==> config.mk <==
export PLATFORM = sky130hd
export DESIGN_NAME = tmr_pwm_unit
export DESIGN_NICKNAME = d
export VERILOG_FILES = /design/src/rtl/tmr_pkg.sv /design/src/rtl/tmr_counter.sv /design/src/rtl/tmr_cmp_buf.sv /design/src/rtl/tmr_wave_chan.sv /design/src/rtl/tmr_pwm_unit.sv
export SDC_FILE = /design/constraint.sdc
export NUM_CORES = 1
export LEC_CHECK = 0
export ABC_AREA = 1
export BUFFER_PORTS_ARGS = -buffer_cell sky130_fd_sc_hd__buf_2
export CORE_MARGIN = 4
export CORE_UTILIZATION = 55
export CTS_BUF_LIST = sky130_fd_sc_hd__clkbuf_8
export CTS_CLUSTER_SIZE = 25
export DETAILED_ROUTE_END_ITERATION = 12
export GPL_TIMING_DRIVEN = 1
export PLACE_DENSITY_LB_ADDON = 0.08
export RECOVER_POWER = 100
export SLEW_MARGIN = 5
export SYNTH_ARGS = -nofsm -noshare
export SYNTH_HDL_FRONTEND = slang
export SYNTH_HIERARCHICAL = 1
export SYNTH_SLANG_ARGS = --single-unit
==> constraint.sdc <==
create_clock -name clk_i -period 4.39 [get_ports clk_i]
set_clock_uncertainty 0.2 [all_clocks]
set_input_delay 0.439 -clock clk_i [delete_from_list [all_inputs] [get_ports clk_i]]
set_output_delay 0.439 -clock clk_i [all_outputs]
set_load 0.02 [all_outputs]
==> src/rtl/tmr_pkg.sv <==
package tmr_pkg;
  typedef enum logic [1:0] {
    FAM_NORMAL = 2'd0,
    FAM_CTC    = 2'd1,
    FAM_FAST   = 2'd2,
    FAM_PHASE  = 2'd3
  } fam_e;

  typedef struct packed {
    fam_e fam;
    logic top_ocr;  // TOP taken from channel-A compare
  } wmode_t;

  function automatic wmode_t decode_wgm(input logic [2:0] w);
    wmode_t m;
    m.fam     = FAM_NORMAL;
    m.top_ocr = 1'b0;
    case (w)
      3'd1: m.fam = FAM_PHASE;
      3'd2: begin m.fam = FAM_CTC;   m.top_ocr = 1'b1; end
      3'd3: m.fam = FAM_FAST;
      3'd5: begin m.fam = FAM_PHASE; m.top_ocr = 1'b1; end
      3'd7: begin m.fam = FAM_FAST;  m.top_ocr = 1'b1; end
      default: ;
    endcase
    return m;
  endfunction

  function automatic logic is_pwm(input fam_e f);
    return (f == FAM_FAST) || (f == FAM_PHASE);
  endfunction
endpackage

==> src/rtl/tmr_counter.sv <==
module tmr_counter
  import tmr_pkg::*;
#(
  parameter int CNT_W = 8
) (
  input  logic             clk_i,
  input  logic             rst_ni,
  input  logic             tick_i,
  input  fam_e             fam_i,
  input  logic [CNT_W-1:0] top_i,
  output logic [CNT_W-1:0] cnt_o,
  output logic             up_o,
  output logic             load_o
);
  localparam logic [CNT_W-1:0] ONE = CNT_W'(1);

  logic [CNT_W-1:0] cnt_q, cnt_d;
  logic             up_q, up_d, at_top;

  always_comb begin
    at_top = cnt_q >= top_i;
    cnt_d  = cnt_q + ONE;
    up_d   = 1'b1;
    unique case (fam_i)
      FAM_CTC:  if (cnt_q == top_i) cnt_d = '0;
      FAM_FAST: if (at_top) cnt_d = '0;
      FAM_PHASE: begin
        if (up_q) begin
          if (at_top) cnt_d = (cnt_q == '0) ? '0 : cnt_q - ONE;
        end else begin
          cnt_d = (cnt_q == '0) ? ONE : cnt_q - ONE;
        end
        // arriving at bottom always resumes up-counting
        up_d = (cnt_d == '0) ? 1'b1 : ((up_q && at_top) ? 1'b0 : up_q);
      end
      default: ;
    endcase
  end

  always_ff @(posedge clk_i or negedge rst_ni) begin
    if (!rst_ni) begin
      cnt_q <= '0;
      up_q  <= 1'b1;
    end else if (tick_i) begin
      cnt_q <= cnt_d;
      up_q  <= up_d;
    end
  end

  assign load_o = tick_i && at_top &&
                  ((fam_i == FAM_FAST) || (fam_i == FAM_PHASE && up_q));
  assign cnt_o  = cnt_q;
  assign up_o   = up_q;
endmodule

==> src/rtl/tmr_cmp_buf.sv <==
module tmr_cmp_buf #(
  parameter int CNT_W = 8
) (
  input  logic             clk_i,
  input  logic             rst_ni,
  input  logic             pwm_i,
  input  logic             load_i,
  input  logic [CNT_W-1:0] raw_i,
  output logic [CNT_W-1:0] act_o
);
  logic [CNT_W-1:0] buf_q;

  always_ff @(posedge clk_i or negedge rst_ni) begin
    if (!rst_ni)                buf_q <= '0;
    else if (!pwm_i || load_i) buf_q <= raw_i;
  end

  assign act_o = pwm_i ? buf_q : raw_i;
endmodule

==> src/rtl/tmr_wave_chan.sv <==
module tmr_wave_chan
  import tmr_pkg::*;
#(
  parameter int CNT_W = 8,
  parameter bit IS_A  = 1'b0
) (
  input  logic             clk_i,
  input  logic             rst_ni,
  input  logic             tick_i,
  input  fam_e             fam_i,
  input  logic             wgm_hi_i,
  input  logic [1:0]       com_i,
  input  logic [CNT_W-1:0] ocr_i,
  input  logic [CNT_W-1:0] cnt_i,
  input  logic [CNT_W-1:0] top_i,
  input  logic             up_i,
  input  logic             dir_i,
  output logic             wave_o,
  output logic             ovr_o,
  output logic             oe_o
);
  logic wave_q, wave_d, tgl_ok, match;

  assign tgl_ok = is_pwm(fam_i) ? (IS_A && wgm_hi_i) : 1'b1;
  assign match  = cnt_i == ocr_i;

  always_comb begin
    wave_d = wave_q;
    if (com_i == 2'b01) begin
      if (tgl_ok && match) wave_d = ~wave_q;
    end else if (com_i[1]) begin
      // com_i[0]: level driven on an ordinary (or up-counting) match
      unique case (fam_i)
        FAM_NORMAL, FAM_CTC: if (match) wave_d = com_i[0];
        FAM_FAST: begin
          if (cnt_i >= top_i) wave_d = ~com_i[0];
          else if (match)     wave_d = com_i[0];
        end
        FAM_PHASE: begin
          if (ocr_i == top_i) begin
            if (cnt_i == top_i) wave_d = ~com_i[0];
          end else if (match) begin
            wave_d = up_i ? com_i[0] : ~com_i[0];
          end
        end
        default: ;
      endcase
    end
  end

  always_ff @(posedge clk_i or negedge rst_ni) begin
    if (!rst_ni)     wave_q <= 1'b0;
    else if (tick_i) wave_q <= wave_d;
  end

  assign wave_o = wave_q;
  assign ovr_o  = (com_i != 2'b00) && ((com_i != 2'b01) || tgl_ok);
  assign oe_o   = ovr_o && dir_i;
endmodule

==> src/rtl/tmr_pwm_unit.sv <==
module tmr_pwm_unit
  import tmr_pkg::*;
#(
  parameter int CNT_W = 8
) (
  input  logic             clk_i,
  input  logic             rst_ni,
  input  logic             tick_i,
  input  logic [2:0]       wgm_i,
  input  logic [1:0]       com_a_i,
  input  logic [1:0]       com_b_i,
  input  logic [CNT_W-1:0] ocr_a_i,
  input  logic [CNT_W-1:0] ocr_b_i,
  input  logic             dir_a_i,
  input  logic             dir_b_i,
  output logic             wave_a_o,
  output logic             wave_b_o,
  output logic             ovr_a_o,
  output logic             ovr_b_o,
  output logic             oe_a_o,
  output logic             oe_b_o
);
  localparam int N_CH = 2;

  wmode_t           wm;
  logic             pwm, up_q, load;
  logic [CNT_W-1:0] cnt_q, top_val, ocr_a_act;
  logic [CNT_W-1:0] raw [N_CH];
  logic [CNT_W-1:0] act [N_CH];
  logic [1:0]       com [N_CH];
  logic             dir [N_CH];
  logic             wave [N_CH];
  logic             ovr [N_CH];
  logic             oe [N_CH];

  assign wm        = decode_wgm(wgm_i);
  assign pwm       = is_pwm(wm.fam);
  assign raw[0]    = ocr_a_i;
  assign raw[1]    = ocr_b_i;
  assign com[0]    = com_a_i;
  assign com[1]    = com_b_i;
  assign dir[0]    = dir_a_i;
  assign dir[1]    = dir_b_i;
  assign ocr_a_act = act[0];
  assign top_val   = wm.top_ocr ? act[0] : {CNT_W{1'b1}};

  tmr_counter #(.CNT_W(CNT_W)) u_cnt (
    .clk_i  (clk_i),
    .rst_ni (rst_ni),
    .tick_i (tick_i),
    .fam_i  (wm.fam),
    .top_i  (top_val),
    .cnt_o  (cnt_q),
    .up_o   (up_q),
    .load_o (load)
  );

  for (genvar g = 0; g < N_CH; g++) begin : g_ch
    tmr_cmp_buf #(.CNT_W(CNT_W)) u_buf (
      .clk_i  (clk_i),
      .rst_ni (rst_ni),
      .pwm_i  (pwm),
      .load_i (load),
      .raw_i  (raw[g]),
      .act_o  (act[g])
    );

    tmr_wave_chan #(.CNT_W(CNT_W), .IS_A(g == 0)) u_wave (
      .clk_i    (clk_i),
      .rst_ni   (rst_ni),
      .tick_i   (tick_i),
      .fam_i    (wm.fam),
      .wgm_hi_i (wgm_i[2]),
      .com_i    (com[g]),
      .ocr_i    (act[g]),
      .cnt_i    (cnt_q),
      .top_i    (top_val),
      .up_i     (up_q),
      .dir_i    (dir[g]),
      .wave_o   (wave[g]),
      .ovr_o    (ovr[g]),
      .oe_o     (oe[g])
    );
  end

  assign wave_a_o = wave[0];
  assign wave_b_o = wave[1];
  assign ovr_a_o  = ovr[0];
  assign ovr_b_o  = ovr[1];
  assign oe_a_o   = oe[0];
  assign oe_b_o   = oe[1];
endmodule

Yosys cells after proc, flatten, opt, wreduce, memory -nomap -nowiden --
Index checks and enable logic that the tools add are counted.
Storage, ports and cells: register bits after elaboration 27, latch bits 0, memory bits (writable) 0, bits in read-only memories 0, bits of input ports 28, output and inout port bits 6, logic and storage cells 105, memories kept 0
Cells by class: $add $sub $neg 2, multipliers 0, divide/modulo/power cells 0, magnitude comparators 1, equal/unequal tests 24, shift operators 0, multiplexer cells 38, bitwise gates (word level) 4, reduce and logical (&&, ||, !) cells 30
Operators by type and width (number):
- $mux 8 | 10
- $eq 8x8->1 | 5
- $mux 1 | 24
- $pmux 8 s3 | 1
- $logic_not 8->1 | 2
- $logic_and 1x1->1 | 10
- $reduce_and 5->1 | 2
- $add 8x1->8 const B | 1
- $ge 8x8->1 | 1
- $ne 4x1->1 const B | 2
- $ne 4x3->1 const B | 2
- $reduce_bool 2->1 | 4
- $sub 8x1->8 const B | 1
- $eq 2x1->1 const B | 3
- $eq 3x2->1 const B | 2
- $eq 3x3->1 const B | 2
- $pmux 1 s3 | 2
- $pmux 2 s3 | 1
- $reduce_or 2->1 | 3
- $logic_or 1x1->1 | 5
- $eq 2x2->1 const B | 2
- $ne 2x1->1 const B | 2
- $ne 2x2->1 const B | 2
- $not 1->1 | 4
- other kinds (6) | 6

Logic depth before layout (Yosys ltp) --
Gate-level depths: netlist of run 1.
word-level depth 14, mapped depth 23, mapped depth without buffers 21

By module --
Netlist of run 1, hierarchy kept.
Modules (own cells, without submodules):
- tmr_counter | instances 1, cells each 201, area each 1268.7 um^2, sequential area each 226.5 um^2
- tmr_cmp_buf | instances 2, cells each 60, area each 422.9 um^2, sequential area each 200.2 um^2
- tmr_wave_chan (g_ch[0].u_wave) | instances 1, cells each 137, area each 705.7 um^2, sequential area each 25.0 um^2
- tmr_wave_chan (g_ch[1].u_wave) | instances 1, cells each 133, area each 696.9 um^2, sequential area each 25.0 um^2
- tmr_pwm_unit | instances 1, cells each 24, area each 113.9 um^2, sequential area each 0.0 um^2

Least setup slack after synthesis of run 1 --
No wires, ideal clock.
kind input -> register, from input port wgm_i[0], to register g_ch[0].u_buf.buf_q[0], library setup time 65 ps, arrival time 3490 ps, required time 4125 ps, setup slack 635 ps, cell stages on the path 20, path buffers 2, path through clkbuf_1 > buf_4 > nand2_1 > o21ai_0 > inv_1 > nand3_1 > inv_1 > ha_1 > nand2_1 > inv_2 > nand2_1 > nor2_4 > nor2_8 > nand2_4 > inv_2 > a2111oi_0 > inv_2 > nand2_1 > nand2_1 > nand2_1
RTL lines:
- from (decl) | line tmr_pwm_unit.sv:9 | input logic [2:0] wgm_i,
- to (signal assigned) | line tmr_cmp_buf.sv:15 | else if (!pwm_i || load_i) buf_q <= raw_i;
- to (decl) | line tmr_cmp_buf.sv:11 | logic [CNT_W-1:0] buf_q;

==> metrics.yaml, run 1 <==
status: "finished, violations left"
violations: "capacitance limit, slew limit"
slew_headroom_pct: -0.1782
synthMuxAreaShare_pct: 0
synthFlopType: "dfrtp_1"
synthArstFlopShare_pct: 100.0
cts_buffer_depth: 2
clk_pin_slew_ns: 0.09
synth_cell_types: 41
grt_first_pass_wirelength_mm: 15.21
syn_to_final_growth_pct: 6.892
viasPerCell: 5.168
synth-simple-area-share_pct: 42.35
clkSinkCount: 27
io_buffers: 33
overflow: 0
rsz0062_at_grt: "no"
postRouteAntennaNets: 0
drc: 0
setup-violations-final: 0
dieArea_um2: 7966
yosys_register_bits: 27
die-height_um: 89.25
seq_area_frac_synth_pct: 18.64
postCtsSetupBuffers: 0
drt-initial-drc-count: 308
hold_ws_ns: 0.1726
synth-compound-area-share_pct: 9.373
crit_type: "in2reg"
pwr-share-seq_pct: 28.6
dp_hpwl_mm: 7.177
p_sw_mw: 0.8596
p_per_area_nw_per_um2: 412.6
path_buf_inv: 6
crit_path_max_fanout: 27
num_io_pins: 34
clkPwrFrac_pct: 8.8
syn_area_um2: 3631
tightest_slew_ns: 1.503
fin_tns_setup_ns: 0
routabilityCongestion: 0.8708
end_kind: "register"
postCtsResizedCells: 0
critical-path-top-delay-family: "compound AO/OA/AOI/OAI gates"
path_cells: "buf_2 -> buf_4 -> o21ai_0 -> inv_1 -> nand3_1 -> inv_1 -> ha_1 -> nand2_1 -> inv_1 -> nand2_1 -> nor2_4 -> nor2_1 -> nand2_4 -> inv_1 -> o21ai_0 -> o22ai_1 -> nand2_1 -> o21ai_0"
fin_crit_ns: 3.881
cts_buffers: 3
fp.dieW_um: 89.25
cts_root_buf: "clkbuf_8"
worstPathRequired_ns: 4.33
timing.fmax_mhz: 257.7
yosys-top-cells-area: "nand2_1 23%, dfrtp_1 18%, inv_1 12%"
rows: 29
start_kind: "input pin"
drive_gt1_share_pct: 11.42
insertion_delay_ns: 0.27
final-max-slew-violation-count: 27
cp_common_cell: "inv_1"
n_fill_cell: 643
drt-total-wl_mm: 9.049
synth_top_family_by_area: "simple AND/OR/NAND/NOR gates"
synth.largest_area_cell: "nand2_1"
dr.pass1.iters: 5
slowest_delay_ns: 0.74
fin_area_um2: 3881
p_comb_share_pct: 62.6
nets: 704
cts_tree: "yes"
synthXorXnorAreaFrac_pct: 5.307
layout_commonest_cell: "nand2_1"
layout_common_cells: "220 x nand2_1, 117 x inv_1, 57 x nand3_1"
switching_share_pct: 53.68
slowest_stage: "o21ai_0"
start_util_pct: 56.86
synth_nets: 670
grt_max_degree: 28
place_area_um2: 3852
first_global_vias: 3277
fp.coreArea_um2: 6386
synth.top_cell.area_share_pct: 22.74
power.leakage_nw: 2.365
antenna_found_initial: 0
ys.warnings.count: 6
hold_viol_final: 0
ir_drop_mv: 0.3681
cts_max_level: 1
synth-adder-area-share_pct: 9.304
wire_per_inst_um: 12.48
crit_arrival_ns: 3.82
hold_class: "in2reg"
avgSynthCellArea_um2: 5.904
antennaDiodeCount: 0
synth_edf_count: 0
vias: 3747
cap_violations: 1
track_usage_pct: 24.17
p_int_mw: 0.7416
min_period_over_period_pct: 88.40
synthCells: 615
==> registers in the layout (all words and copies together) (netlist names) <==
signal and cells:
g_ch.u_buf/buf_q 16, u_cnt/cnt_o 8, g_ch.u_wave/wave_o 2, u_cnt/up_o 1
==> layer usage <==
layer | vias up | part of all wire [%] | global-route usage, %
met2 | 111 | 43 | 37.58
met4 | 0 | 1.2 | 5.954
met5 | - | 0 | 0
met3 | 10 | 5.9 | 2.857
li1 | 1970 | - | -
met1 | 1656 | 50 | 35.59
==> through the flow <==
stage	std cells	util [%]	setup slack (ns)	total power, mW
3_3_place_gp	720	60.33	0.5233	1.436
5_1_grt	725	60.78	0.1288	1.786
6_report	725	60.78	0.5094	1.601
3_5_place_dp	720	60.33	0.3738	1.453
4_1_cts	725	61.19	0.6363	1.600
2_1_floorplan	615	-	0.6352	1.218
==> worst register-to-register path: stages (launching register included) <==
cell,delay [ns]
dfrtp_1,0.40
nand2_1,0.06
o21ai_0,0.21
inv_1,0.12
nand3_1,0.27
ha_1,0.39
nand4_1,0.14
nor2_4,0.12
nor2_1,0.16
nand2_4,0.11
inv_1,0.06
o21ai_0,0.74
o22ai_1,0.21
nand2_1,0.09
o21ai_0,0.10
==> what timing repair did <==
action | 4_1_cts | 5_1_grt
hold buffers | 1 | 0
endpoints found under the setup margin | 0 | 0
endpoints found under the hold margin | 26 | 0
==> final timing paths <==
check	startpoint	to	slack [ns]	depth (start not counted)
setup / recovery	wgm_i[0]	u_cnt/cnt_o[6]	0.51	18
hold / removal	ocr_b_i[7]	g_ch[1].u_buf/buf_q[7]	0.17	3
setup reg to reg	g_ch[0].u_buf/buf_q[0]	u_cnt/cnt_o[6]	0.90	14
hold reg to reg	g_ch[1].u_buf/buf_q[6]	g_ch[1].u_buf/buf_q[6]	0.32	2
max in group asynchronous	rst_ni	g_ch[1].u_buf/buf_q[4]	2.26	2
min in group asynchronous	rst_ni	g_ch[1].u_wave/wave_o	0.85	2
==> power groups by stage <==
stage                     Sequential [mW]  Clock [mW]  Combinational [mW]
after floorplan                     0.398           0               0.820
after global placement              0.460           0               0.976
after detailed placement            0.461           0               0.992
after CTS                           0.456       0.147               0.997
after global routing                0.471       0.161                1.15
final                               0.457       0.141                1.00
==> cells by family after synthesis <==
kind of cell / Yosys count
and+or+nand+nor: 345
DFF: 27
xor gates and xnor gates: 22
buffers and inverters: 135
AOI/OAI and AO/OA: 59
adders and majority gates: 27
==> synthesized netlist by cell type (2+ instances only) <==
cell type	instances
nand4_1	11
nand2_4	5
inv_1	114
nand3_1	57
xor2_1	3
nand2_1	220
inv_2	10
ha_1	27
nor2_2	11
o22ai_1	6
nor2_1	27
nand2_2	6
o21ai_1	2
o21ai_0	30
a21oi_1	9
nand3b_1	2
buf_4	5
xnor2_1	19
a21boi_0	2
nor2_4	2
a21boi_1	2
dfrtp_1	26
==> cell type report <==
type / instances / area [um2] / share of cell area [%]
clock buffers: 3 / 41.29 / 1.064
well taps: 77 / 96.34 / 2.482
clock inverters: 1 / 3.754 / 0.09671
repair buffers: 38 / 198.9 / 5.126
inverters: 126 / 475.5 / 12.25
flip-flops and latches: 27 / 676.9 / 17.44
multi-input cells: 453 / 2389 / 61.54
Note: power is estimated with default switching activity, not from simulation.
==> inputs of run 2 (changes only) <==
- RECOVER_POWER: 100 -> unset
==> run 2 against run 1 <==
  * The flow now finishes without violations
  * Clock power hardly changed
  * Sequential cell count stayed put
  * First-iteration DRC count is 0.65% lower
  * Die area stayed put
  * Critical path type unchanged
  * Largest cell class unchanged
  * Largest power group unchanged
==> metrics.yaml, run 2 (same netlist as run 1, synthesis figures left out) <==
postRouteAntennaNets: 0  # unchanged
cts_max_level: 1  # unchanged
final-max-slew-violation-count: 0  # -100%
fp.dieW_um: 89.25  # unchanged
clk_pin_slew_ns: 0.09  # about the same
top_layer_used: "met4"
hold_viol_final: 0  # unchanged
fin_crit_ns: 3.779  # -0.1017 ns
cap_violations: 0  # -1
timing.fmax_mhz: 264.6  # +2.7%
antenna_found_initial: 0  # unchanged
hold_class: "in2reg"
drc: 0  # unchanged
dp_hpwl_mm: 7.177  # unchanged
min_period_over_period_pct: 86.08  # -2.3 points
vias: 3728  # -0.51%
start_kind: "input pin"
routabilityCongestion: 0.8708  # unchanged
drt-initial-drc-count: 306  # -0.65%
p_int_mw: 0.7478  # +0.83%
start_util_pct: 56.86  # unchanged
antennaDiodeCount: 0  # unchanged
met3_length_um: 555  # +3.9%
viasPerCell: 5.142  # -0.51%
grt_first_pass_wirelength_mm: 15.21  # unchanged
worstPathRequired_ns: 4.41  # +0.08 ns
tightest_slew_ns: 0.6347  # -0.8680 ns
io_buffers: 33  # unchanged
pwr-share-seq_pct: 28.3  # -0.3 points
end_kind: "register"
fp.coreArea_um2: 6386  # unchanged
rows: 29  # unchanged
num_io_pins: 34  # unchanged
insertion_delay_ns: 0.27  # about the same
drt-total-wl_mm: 9.031  # -0.20%
post-place-ws_ns: 0.3738  # unchanged
power.leakage_nw: 2.388  # +0.94%
holdBufCountCts: 1  # unchanged
top_register: "g_ch.u_buf/buf_q"
status: "completed"
worst_slack_ns: 0.6111  # +0.1017 ns
switching_share_pct: 53.61  # -0.075 points
wire_per_inst_um: 12.46  # -0.20%
overflow: 0  # unchanged
layout_common_cells: "220 x nand2_1, 115 x inv_1, 57 x nand3_1"
placed_cells: 720  # unchanged
largest_reg_flops: 16  # unchanged
cts_buffer_depth: 2  # unchanged
track_usage_pct: 24.17  # unchanged
rsz0062_at_grt: "no"
dr_wl_met2_mm: 3.882  # -0.41%
crit_path_max_fanout: 27  # unchanged
first_global_vias: 3277  # unchanged
cts_tree: "yes"
slew_headroom_pct: 56.60  # +57 points
dieArea_um2: 7966  # unchanged
clkSinkCount: 27  # unchanged
postCtsSetupBuffers: 0  # unchanged
final_cell_count_no_fill: 725  # unchanged
fin_tns_setup_ns: 0  # unchanged
p_sw_mw: 0.8642  # +0.53%
p_comb_share_pct: 62.9  # +0.3 points
cts_buffers: 3  # unchanged
p_per_area_nw_per_um2: 412.5  # about the same
grt_max_degree: 28  # unchanged
nets: 704  # unchanged
cts_root_buf: "clkbuf_8"
clkPwrFrac_pct: 8.8  # about the same
layout_commonest_cell: "nand2_1"
ir_drop_mv: 0.3683  # about the same
syn_to_final_growth_pct: 7.616
postCtsResizedCells: 0  # unchanged
dr.pass1.iters: 5  # unchanged
crit_arrival_ns: 3.79  # -0.03 ns
setup-violations-final: 0  # unchanged
die-height_um: 89.25  # unchanged
crit_type: "in2reg"
drive_gt1_share_pct: 12.81  # +1.4 points
wl_met1_mm: 4.520  # +0.22%
run 2: changes by cell type in the layout (fill, tap and decap cells not counted), sizes merged:
cell / before / now
buf: 32 / 37
clkbuf: 8 / 3
run 2: through the flow:
step	hold WS [ns]	util (%)	area (um2)	power [mW]
after detailed placement	0.2917	60.33	3852	1.453
after global placement	0.2875	60.33	3852	1.436
final	0.1725	61.19	3908	1.612
after CTS	0.1630	61.19	3908	1.600
after floorplan	-0.05659	-	3631	1.218
after global routing	0.1553	61.19	3908	1.796
run 2: power by group through the flow:
stage | clock, mW | sequential, mW | combinational (mW)
CTS | 0.147 | 0.456 | 0.997
global placement | 0 | 0.460 | 0.976
floorplan | 0 | 0.398 | 0.820
global route | 0.161 | 0.470 | 1.16
finish | 0.141 | 0.457 | 1.01
detailed placement | 0 | 0.461 | 0.992
run 2: worst paths after layout:
path	slack [ns]	cells after the start	endpoint	from
setup / recovery	0.61	20	g_ch[0].u_buf/buf_q[6]	wgm_i[0]
hold / removal	0.17	3	g_ch[1].u_buf/buf_q[7]	ocr_b_i[7]
setup reg to reg	0.98	16	g_ch[0].u_buf/buf_q[6]	g_ch[0].u_buf/buf_q[0]
hold reg to reg	0.32	2	g_ch[1].u_buf/buf_q[6]	g_ch[1].u_buf/buf_q[6]
max in group asynchronous	3.08	2	g_ch[1].u_buf/buf_q[4]	rst_ni
min in group asynchronous	0.50	2	g_ch[1].u_wave/wave_o	rst_ni
run 2: metal layers:
layer,track usage (%),vias up
li1,-,1966
met1,35.59,1638
met2,37.58,118
met3,2.857,6
met4,5.954,0
met5,0,-
run 2: critical path: stages:
cell,delay (ns)
buf_2,0.22
buf_4,0.26
o21ai_0,0.40
inv_1,0.08
nand3_1,0.22
inv_1,0.07
ha_1,0.30
nand2_1,0.07
inv_2,0.06
nand2_1,0.10
nor2_4,0.19
nor2_8,0.07
nand2_4,0.07
inv_2,0.04
a2111oi_0,0.51
buf_4,0.24
inv_2,0.08
nand2_1,0.22
nand2_1,0.09
nand2_1,0.06
run 2: final cells by class:
| type | count | area (um2) |
|---|---|---|
| clock inverters | 1 | 3.754 |
| flip-flops and latches | 27 | 676.9 |
| inverters | 126 | 475.5 |
| repair buffers | 38 | 205.2 |
| well taps | 77 | 96.34 |
| multi-input cells | 453 | 2409 |
| fillers | 633 | 2479 |
| clock buffers | 3 | 41.29 |
==> inputs of run 3 (changes only) <==
- SYNTH_HIERARCHICAL: 1 -> unset
==> run 3 against run 2 <==
  * Die area is 19% lower
  * Synthesized area fell by 21%
  * Critical path type unchanged
  * Sequential share of layout area increased by 4.7 points
  * Largest cell class unchanged
  * Register-to-register slack improved by 0.49 ns
  * Utilization up 1.9 points
==> metrics.yaml, run 3 <==
status: "completed"
postRouteAntennaNets: 0  # unchanged
dp_hpwl_mm: 5.655  # -21%
layout_common_cells: "185 x nand2_1, 55 x inv_1, 37 x nor2_1"
hold_class: "in2reg"
routabilityCongestion: 0.9102  # +4.5%
slew_headroom_pct: 54.34  # -2.3 points
fp.dieW_um: 80.10  # -10%
insertion_delay_ns: 0.28  # about the same
hold_viol_final: 0  # unchanged
track_usage_pct: 23.80  # -0.36 points
syn_to_final_growth_pct: 7.659  # about the same
synthFlopType: "dfrtp_1"
synth.largest_area_cell: "nand2_1"
synth_nets: 512  # -24%
end_kind: "register"
synthCells: 473  # -23%
yosysMostFrequentCell: "nand2_1"
fp.coreArea_um2: 4880  # -24%
grt_first_pass_wirelength_mm: 12.19  # -20%
avgSynthCellArea_um2: 6.044  # +2.4%
cts_buffers: 3  # unchanged
synthTopCellsByCount: "185 x nand2_1, 55 x inv_1, 37 x nor2_1"
drt-initial-drc-count: 215  # -30%
yosys-top-cells-area: "nand2_1 24%, dfrtp_1 23%, inv_1 7.2%"
overflow: 0  # unchanged
fin_tns_setup_ns: 0  # unchanged
grt_max_degree: 34  # +21%
rows: 25  # -14%
clkSinkCount: 27  # unchanged
slowest_delay_ns: 0.51  # about the same
crit_path_max_fanout: 33  # +22%
worstPathRequired_ns: 4.42  # about the same
crit_arrival_ns: 3.46  # -0.33 ns
drt-total-wl_mm: 7.207  # -20%
largest_reg_flops: 16  # unchanged
holdBufCountCts: 1  # unchanged
layout_commonest_cell: "nand2_1"
viasPerCell: 5.264  # +2.4%
synth_edf_count: 0  # unchanged
synth_cell_types: 35  # -15%
cts_tree: "yes"
cap_violations: 0  # unchanged
path_buf_inv: 4  # -4
placed_cells: 560  # -22%
path_cells: "buf_2 -> inv_2 -> nand2_1 -> nand2_1 -> inv_2 -> nand2_1 -> inv_1 -> ha_1 -> nand2_1 -> nor2_1 -> nand2_1 -> nand2_1 -> nor2_1 -> nand2_2 -> nor2_2 -> nand2_1 -> o21ai_1 -> nand2_1 -> nor2_1 -> nand2_1 -> nand2_1 -> nand2_1 -> nand2_1"
nets: 538  # -24%
crit_type: "in2reg"
vias: 2974  # -20%
fin_crit_ns: 3.435  # -0.3442 ns
start_kind: "input pin"
min_period_over_period_pct: 78.24  # -7.8 points
power.leakage_nw: 1.754  # -27%
num_io_pins: 34  # unchanged
final_cell_count_no_fill: 565  # -22%
cts_max_level: 1  # unchanged
postCtsResizedCells: 0  # unchanged
antenna_found_initial: 0  # unchanged
setup-violations-final: 0  # unchanged
p_per_area_nw_per_um2: 368.0  # -11%
critical-path-top-delay-family: "simple AND/OR/NAND/NOR gates"
tightest_slew_ns: 0.6786  # +0.04394 ns
top_register: "g_ch.u_buf.buf_q"
first_global_vias: 2654  # -19%
slowest_stage: "buf_2"
drc: 0  # unchanged
antennaDiodeCount: 0  # unchanged
dr.pass1.iters: 5  # unchanged
cts_buffer_depth: 2  # unchanged
drive_gt1_share_pct: 15.26  # +2.5 points
clk_pin_slew_ns: 0.11  # +0.02 ns
start_util_pct: 58.59  # +1.7 points
synthArstFlopShare_pct: 100.0  # unchanged
cts_root_buf: "clkbuf_8"
io_buffers: 33  # unchanged
postCtsSetupBuffers: 0  # unchanged
die-height_um: 80.10  # -10%
dieArea_um2: 6416  # -19%
seq_area_frac_synth_pct: 23.68  # +5.0 points
cp_common_cell: "nand2_1"
ys.warnings.count: 0  # -6
yosys_register_bits: 27  # unchanged
final-max-slew-violation-count: 0  # unchanged
timing.fmax_mhz: 291.1  # +10%
ir_drop_mv: 0.1637  # -56%
synth.top_cell.area_share_pct: 24.29  # +1.5 points
wire_per_inst_um: 12.76  # +2.4%
syn_area_um2: 2859  # -21%
rsz0062_at_grt: "no"
run 3: changes by cell type in the layout (fill, tap and decap cells not counted), sizes merged, moves of 6 or more:
cell | previous run | this run
inv | 126 | 62
nand2 | 231 | 194
nand3 | 59 | 33
xnor2 | 19 | 0
ha | 27 | 11
xor2 | 3 | 13
nand4 | 11 | 4
o21ai | 33 | 40
mux2 | 0 | 6
run 3: stage by stage:
| step | hold WS [ns] | power (mW) | instance area [um2] | worst slack, ns | util (%) |
|---|---|---|---|---|---|
| after floorplan | -0.05659 | 0.8312 | 2859 | 1.689 | - |
| after global placement | 0.2885 | 0.9676 | 3019 | 0.8395 | 61.87 |
| after detailed placement | 0.2881 | 0.9716 | 3019 | 0.7384 | 61.87 |
| after CTS | 0.1724 | 1.129 | 3078 | 1.028 | 63.08 |
| after global routing | 0.1860 | 1.245 | 3078 | 0.5744 | 63.08 |
| final | 0.1709 | 1.133 | 3078 | 0.9552 | 63.08 |
run 3: kinds of logic after synthesis:
kind of cell | after synthesis | synth area share, %
and+or+nand+nor | 284 | 42.45
buffers and inverters | 77 | 11.64
AOI/OAI and AO/OA | 55 | 11.07
DFF | 27 | 23.68
xor gates and xnor gates | 13 | 3.983
adders and majority gates | 11 | 4.814
muxes | 6 | 2.363
run 3: metal layers:
layer	global-route usage, %	share of wire (%)	up-vias
li1	-	-	1541
met1	33.31	48	1329
met2	39.57	45	96
met3	2.691	5.6	8
met4	4.730	1.2	0
met5	0	0	-
run 3: layout make-up:
type,count,area [um2]
clock buffers,3,41.29
clock inverters,1,7.507
fillers,488,1802
inverters,63,236.5
multi-input cells,369,1849
flip-flops and latches,27,676.9
well taps,67,83.83
repair buffers,35,182.7
run 3: report_power, final:
part	internal, mW	switching (mW)
Combinational	0.221	0.390
Clock	0.0646	0.0901
Sequential	0.296	0.0711
Total	0.582	0.551
run 3: worst register-to-register path: stages (launching register included):
cell	delay (ns)
dfrtp_1	0.38
inv_1	0.06
nand2_1	0.06
o21ai_1	0.20
nand2_1	0.12
inv_1	0.08
ha_1	0.22
nand2_1	0.09
nor2_1	0.05
nand2_1	0.12
nand2_1	0.06
nor2_1	0.15
nand2_2	0.11
nor2_2	0.34
nand2_1	0.08
o21ai_1	0.12
nand2_1	0.09
nor2_1	0.10
nand2_1	0.06
nand2_1	0.06
nand2_1	0.05
nand2_1	0.06
run 3: final timing paths:
path	startpoint	endpoint	slack [ns]	cells past startpoint
setup / recovery	wgm_i[0]	u_cnt.up_o	0.96	23
hold reg to reg	u_cnt.up_o	u_cnt.up_o	0.30	2
min in group asynchronous	rst_ni	g_ch[1].u_buf.buf_q[2]	0.50	2
max in group asynchronous	rst_ni	g_ch[0].u_wave.wave_o	3.06	2
hold / removal	ocr_b_i[1]	g_ch[1].u_buf.buf_q[1]	0.17	3
setup reg to reg	g_ch[0].u_buf.buf_q[2]	u_cnt.up_o	1.47	21
